File: src/rtl/psum_unit.sv
module psum_unit #(
  parameter int NREQ = 4,
  parameter int W    = 16
) (
  input  logic              clk,
  input  logic              rst_n,
  input  logic              init_en,
  input  logic [W-1:0]      init_val,
  input  logic [NREQ-1:0]   req_valid,
  input  logic [NREQ*W-1:0] req_inc,
  output logic [NREQ-1:0]   req_grant,
  output logic [NREQ*W-1:0] req_result
);

  logic [W-1:0] base_q;
  logic [W-1:0] pre [0:NREQ];

  assign pre[0] = base_q;

  for (genvar i = 0; i < NREQ; i++) begin : g_chain
    assign pre[i+1] = pre[i] + (req_valid[i] ? req_inc[i*W +: W] : '0);
  end

  always_ff @(posedge clk) begin
    if (!rst_n) begin
      base_q     <= '0;
      req_grant  <= '0;
      req_result <= '0;
    end else if (init_en) begin
      base_q    <= init_val;
      req_grant <= '0;
    end else begin
      base_q    <= pre[NREQ];
      req_grant <= req_valid;
      for (int i = 0; i < NREQ; i++) req_result[i*W +: W] <= pre[i];
    end
  end

endmodule

File: config.mk
export PLATFORM = sky130hd
export DESIGN_NAME = psum_unit
export DESIGN_NICKNAME = d
export VERILOG_FILES = /design/src/rtl/psum_unit.sv
export SDC_FILE = /design/constraint.sdc
export NUM_CORES = 1
export LEC_CHECK = 0
export ABC_CLOCK_PERIOD_IN_PS = 8800
export CAP_MARGIN = 20
export CORE_MARGIN = 1.5
export CORE_UTILIZATION = 28
export CTS_CLUSTER_SIZE = 24
export DETAILED_ROUTE_END_ITERATION = 10
export GPL_ROUTABILITY_DRIVEN = 0
export SETUP_SLACK_MARGIN = 0.02
export SYNTH_ARGS = -nofsm -noshare
export SYNTH_HDL_FRONTEND = slang
export SYNTH_SLANG_ARGS = --single-unit
File: constraint.sdc
create_clock -name clk -period 8.8 [get_ports clk]
set_input_delay 2.2 -clock clk [delete_from_list [all_inputs] [get_ports clk]]
set_output_delay 2.2 -clock clk [all_outputs]
set_load 0.05 [all_outputs]
==> After elaboration in Yosys (flattened, before gate mapping) <==
Index checks and enable logic that the tools add are counted.
Widths: inputs -> output; s select.
{ "word_totals": {"ff_bits": 84, "input_bits": 87, "out_inout_bits": 68, "elab_cells": 14} }
{ "classes": {"addsub": 4, "muxes": 5, "bitwise": 1, "reduce_logical": 1} }
{ "op_table": {"columns": ["op", "count"], "rows": [
  ["$mux 16", 5],
  ["$add 16x16->16", 4],
  ["$reduce_or 2->1", 1],
  ["$not 1->1", 1]
]} }

==> Depth between registers and ports, before layout <==
Gate-level depths: netlist of run 1.
{ "depth": {"word_depth": 6, "depth_mapped": 33, "mapped_depth_nobuf": 32} }

==> Worst setup path before layout of run 1 <==
No wires, ideal clock.
{ "synth_path": {"path_type": "input to register", "from": "input req_valid[0]", "to": "register base_q[15]", "setup_ns": 0.133, "arrival_time_ns": 8.046, "required_ns": 8.667, "setup_slack_ns": 0.621, "stages": 32, "n_path_buf": 1, "cell_sequence": "clkbuf_1 and2_1 ha_1 fa_1 a21o_1 a21oi_1 o21bai_1 a21o_1 a21oi_1 o21bai_1 xor2_1 ha_1 a21o_1 a21o_1 a31oi_1 o21ai_0 a21oi_1 o21bai_1 a21oi_1 xnor2_1 ha_1 or3_1 o21ai_0 xnor2_1 ha_1 and2_1 o21ai_0 o311ai_0 a211oi_1 nor2_1 mux2i_1 o2111ai_1"} }
{ "synth_rtl": {"columns": ["item", "line_no", "source"], "rows": [
  ["start, declared", "9", "input logic [NREQ-1:0] req_valid,"],
  ["end signal, assigned", "30", "base_q <= init_val;"],
  ["end signal, assigned", "33", "base_q <= pre[NREQ];"],
  ["end, declared", "15", "logic [W-1:0] base_q;"]
]} }

==> impl_metrics.yaml, run 1 <==
setup_path:
  cp_max_fo: 4
  required_ps: 9020
  slowest_stage: "fa_1"
  cpPeakStageDelay_ps: 420
  critPathLaunchType: "input port"
  arrival_ps: 8420
  worstSetupPathType: "in2reg"
  end_kind: "flip-flop"
synth:
  synth-seq-cells: 84
  synth_area_um2: 6140
  synth_top_area_share_pct: 27.4
  syn_avg_cell_area_um2: 8.39
  synth_ff_type: "dfxtp_1"
  postSynthCellCount: 731
  ys_top_cells_by_count: "and2_1, dfxtp_1, ha_1, nand2_1, nor2b_1"
  synthArstFlopShare_pct: 0
  yosys_warnings: 0
  yosys-top-cells-area: "dfxtp_1, ha_1, and2_1"
  yosys.cell_count.top_type: "and2_1"
  synth_nets: 882
  synth_seq_area_share_pct: 27.4
  yosysTopAreaCell: "dfxtp_1"
  synth_edf_count: 0
  ys_types: 51
sta:
  rsz0062_at_grt: "false"
  timing.setup.tns_ps: 0
  clock.fmax_ghz: 0.122
  final-setup-viol-count: 0
  slew_violations: 0
  timing.final.crit_share_pct: 93.2
  finalHoldViolCount: 0
  fin_worst_skew_ps: 9.05
  relSlewSlack_pct: 47.4
  fin_crit_ps: 8200
  worst_pin_slew_ps: 790
clock_network:
  htreeDepth: 3
  cts_buffer_depth: 2
  cts_made_buffers: 9
  cts_sinks: 84
  cts_tree: "built"
  post-cts-setup-buffers: 0
  clock_latency_ps: 350
  cts-root-buf: "clkbuf_16"
  clkTransAtPathRegs_ps: 60
  cts_hold_buf: 0
floorplan:
  die_w_um: 151
  core_area_um2: 21300
  chipHeight_um: 151
  die-area_um2: 22800
  ios: 155
  num_rows: 53
  start_util_pct: 28.8
power:
  p_total_uw: 3180
  ir_drop_uv: 142
  p_leak_uw: 0.00369
  pwr_density_cell_nw_per_um2: 377
layout:
  seq_area_um2: 1680
  antenna_cells: 0
  area_growth_pct: 37.3
  nets: 1042
  drive_gt1_share_pct: 5.47
  multi_input_area_um2: 4280
  num-fill-cells: 2131
detailed_routing:
  drt_iter0_markers: 262
  vias: 5423
  via_per_inst: 4.64
  dr.pass1.iters: 5
  drtAntennaViolNets: 0
  routedWlPerCell_um: 15.8
  drc_errors: 0
  wirelength_um: 18400
placed_design:
  hpwlAfterDp_um: 14700
  io_buffer_count: 154
outcome:
  run_status: "complete, no violations"
grt:
  antenna_found_initial: 0
  grt_pass1_vias: 5418
  grt_max_degree: 87
  grt_pass1_wl_um: 28600
  grtUsageTotal_pct: 16.4
  grt-ovfl-total: 0
worst_hold_path:
  hp-class: "reg2reg"
run:
  max-cap-violations: 0
registers in the layout (all words and copies together), names as in the netlist:
signal and cells:
base_q 16, req_result 64, req_grant 4
critical path, delay by kind of cell:
family,cells,cell delay [ps]
and+or+nand+nor,4,780
muxes,1,150
xor gates and xnor gates,3,370
buffers and inverters,2,570
adders and majority gates,5,1520
AOI/OAI and AO/OA,18,2830
area by class of cell:
type                    count  area share [%]
well taps                 275            4.08
repair buffers            175            20.1
clock inverters             4            1.16
flip-flops and latches     84            20.0
clock buffers              11            2.88
inverters                  22           0.980
multi-input cells         599            50.9
cell usage in the layout, fill, tap and decap left out, types with 33 or more instances in the layout:
cell type / instances
and2_1: 85
dfxtp_1: 84
nand2_1: 60
nor2b_1: 46
a21oi_1: 36
ha_1: 60
clkdlybuf4s50_1: 151
mux2i_1: 41
o21ai_0: 38
nor2_1: 33
final timing paths:
| path | startpoint | slack, ps | end | cells after the start |
|---|---|---|---|---|
| hold reg to reg | req_result[21]$_SDFFE_PN0N_ | 480 | req_result[21]$_SDFFE_PN0N_ | 2 |
| setup reg to reg | base_q[0]$_SDFF_PN0_ | 2670 | base_q[15]$_SDFF_PN0_ | 31 |
| setup / recovery | req_inc[0] | 600 | base_q[15]$_SDFF_PN0_ | 33 |
| hold / removal | req_result[21]$_SDFFE_PN0N_ | 480 | req_result[21]$_SDFFE_PN0N_ | 2 |
report_power, final:
part	leakage (µW)	switching, µW	internal (µW)
sequential	0.000692	61.7	487
combinational	0.00284	1290	898
clock	0.000162	163	284
logic make-up after synthesis:
group,synth area share [%]
muxes,6.87
buffers and inverters,2.94
xor gates and xnor gates,7.22
DFF,27.4
adders and majority gates,13.5
AOI/OAI and AO/OA,17.3
and+or+nand+nor,24.7
per-stage QoR:
| step | hold WS [ps] | instance area, µm² | utilization, % | worst slack (ps) | instances |
|---|---|---|---|---|---|
| final | 475 | 8420 | 39.6 | 597 | 1170 |
| after global routing | 513 | 8420 | 39.6 | 132 | 1170 |
| after CTS | 478 | 8410 | 39.5 | 290 | 1170 |
| after detailed placement | 469 | 8070 | 37.9 | -46.2 | 1155 |
| after global placement | 463 | 8070 | 37.9 | 85.8 | 1155 |
| after floorplan | 490 | 6140 | - | 621 | 731 |
metal layers:
metal  global-route usage, %  vias up  share of wire (%)
met5                       0        -                  0
met4                    3.74        0                1.3
met3                    3.13       14                4.1
met2                    26.5      107                 45
met1                    22.5     2440                 50
li1                        -     2862                  -
what timing repair did:
item                                    4_1_cts  5_1_grt
endpoints found under the setup margin        0        1
hold endpoints to repair                      0        0
resized for setup                             0        4
Note: power is estimated with default switching activity, not from simulation.
==> run 2, diff against run 1 <==
- GPL_TIMING_DRIVEN: unset -> 0
==> run 2 against run 1 <==
Compared with the run above: utilization down 0.12 points; hold slack better by 3.3 ps; clock-buffer cell count down 2.
==> impl_metrics.yaml, run 2 (synthesis results as in run 1) <==
layout:
  top_regs: "req_result (64), base_q (16), req_grant (4)"
  num-fill-cells: 2158
  multi_input_area_um2: 4300
  fin_util_pct: 39.5
  drive_gt1_share_pct: 4.73
  nets: 1055
  top_register: "req_result"
  seq_area_um2: 1680
  stdcell_area_um2: 8400
  layout_commonest_cell: "clkdlybuf4s50_1"
  instances_no_fill: 1185
  largest_register_ffs: 64
  layout_common_cells: "clkdlybuf4s50_1, and2_1, dfxtp_1"
  area_growth_pct: 36.9
floorplan:
  chipHeight_um: 151
  ios: 155
  core_area_um2: 21300
  die-area_um2: 22800
  die_w_um: 151
  start_util_pct: 28.8
  num_rows: 53
clock_network:
  cts_tree: "built"
  cts_made_buffers: 9
  clock_latency_ps: 350
  htreeDepth: 3
  cts_buffer_depth: 2
  cts-root-buf: "clkbuf_16"
  clkTransAtPathRegs_ps: 70
  cts_sinks: 84
setup_path:
  cpPeakStageDelay_ps: 440
  cp_max_fo: 5
  worstSetupPathType: "in2reg"
  slowest_stage: "fa_1"
  end_kind: "flip-flop"
  crit_top_cell: "a21o_1"
  critPathLaunchType: "input port"
  arrival_ps: 8620
  required_ps: 9010
sta:
  timing.final.crit_share_pct: 95.6
  final-setup-viol-count: 0
  slew_violations: 0
  worst_pin_slew_ps: 900
  fin_worst_skew_ps: 7.39
  holdWs_ps: 478
  finalHoldViolCount: 0
  fin_ws_ps: 390
  relSlewSlack_pct: 40.0
  fin_crit_ps: 8410
  clock.fmax_ghz: 0.119
grt:
  antenna_found_initial: 0
  grt_max_degree: 15
  grt-ovfl-total: 0
  grtUsageTotal_pct: 17.6
  grt_pass1_wl_um: 30100
  grt_pass1_vias: 5495
power:
  pwr_density_cell_nw_per_um2: 373
  p_leak_uw: 0.00363
  ir_drop_uv: 176
placed_design:
  postPlaceCellArea_um2: 8020
  io_buffer_count: 154
  hpwlAfterDp_um: 16200
  pre_cts_ws_ps: -1130
  dp_cells: 1160
detailed_routing:
  dr.pass1.iters: 4
  drt_iter0_markers: 264
  drc_errors: 0
  drtAntennaViolNets: 0
  wirelength_um: 19700
  via_per_inst: 4.70
  vias: 5567
  routedWlPerCell_um: 16.6
outcome:
  run_status: "complete, no violations"
worst_hold_path:
  hp-class: "reg2reg"
run:
  max-cap-violations: 0
[run 2: cell types whose count changed in the layout (fill, tap and decap cells not counted), sizes merged]
cell,previous run,this run
dlymetal6s2s,1,0
buf,23,11
clkinv,0,3
clkbuf,11,33
bufinv,3,1
clkdlybuf4s50,151,153
clkinvlp,1,3
diode,0,1
[run 2: worst max-delay path: cells and delay by family]
family                     cells  cell delay (ps)
muxes                          1              160
buffers and inverters          2              560
xor gates and xnor gates       3              520
AOI/OAI and AO/OA             18             2880
adders and majority gates      5             1520
and+or+nand+nor                4              780
[run 2: repair_timing]
| item | 4_1_cts | 5_1_grt |
|---|---|---|
| hold buffers | 0 | 0 |
| resized for setup | 7 | 9 |
| pin swaps | 1 | 6 |
| cloned | 0 | 0 |
| setup buffers | 1 | 7 |
| setup endpoints to repair | 1 | 1 |
[run 2: layer usage]
layer  wire length (µm)  vias up  global-route usage, %  part of all wire [%]
li1                   -     2891                      -                     -
met1               9180     2529                   23.2                    47
met2               9220      128                   29.2                    47
met3               1050       19                   3.25                   5.3
met4                272        0                   5.24                   1.4
met5                  0        -                      0                     0
[run 2: power by group]
part / internal [µW] / switching (µW)
Combinational: 899 / 1300
Clock: 218 / 165
Sequential: 487 / 66.6
Total: 1600 / 1530
[run 2: path summary, 6_finish.rpt]
path / startpoint / to / slack, ps / depth (start not counted)
min: req_result[21]$_SDFFE_PN0N_ / req_result[21]$_SDFFE_PN0N_ / 480 / 2
max reg2reg: base_q[0]$_SDFF_PN0_ / base_q[15]$_SDFF_PN0_ / 2460 / 31
min reg2reg: req_result[21]$_SDFFE_PN0N_ / req_result[21]$_SDFFE_PN0N_ / 480 / 2
max: req_inc[0] / base_q[15]$_SDFF_PN0_ / 390 / 33
[run 2: cell type report]
cell class,instances,area share [%]
Timing Repair Buffer,162,19.0
Tap cell,275,4.10
Inverter,22,0.983
Clock buffer,9,2.68
Antenna cell,1,0.0298
Buffer,26,1.22
Clock inverter,7,0.804
Sequential cell,84,20.0
Multi-Input combinational cell,599,51.2
[run 2: per-stage QoR]
step	setup TNS (ps)	power, µW
final	0	3130
after global routing	-61.4	3390
after CTS	0	3090
after detailed placement	-1830	2680
after global placement	-1560	2660
after floorplan	0	2090
==> run 3, diff against run 2 <==
- ABC_AREA: unset -> 0
==> results of run 3 <==
Final layout, timing and power as in run 2 (identical DEF).
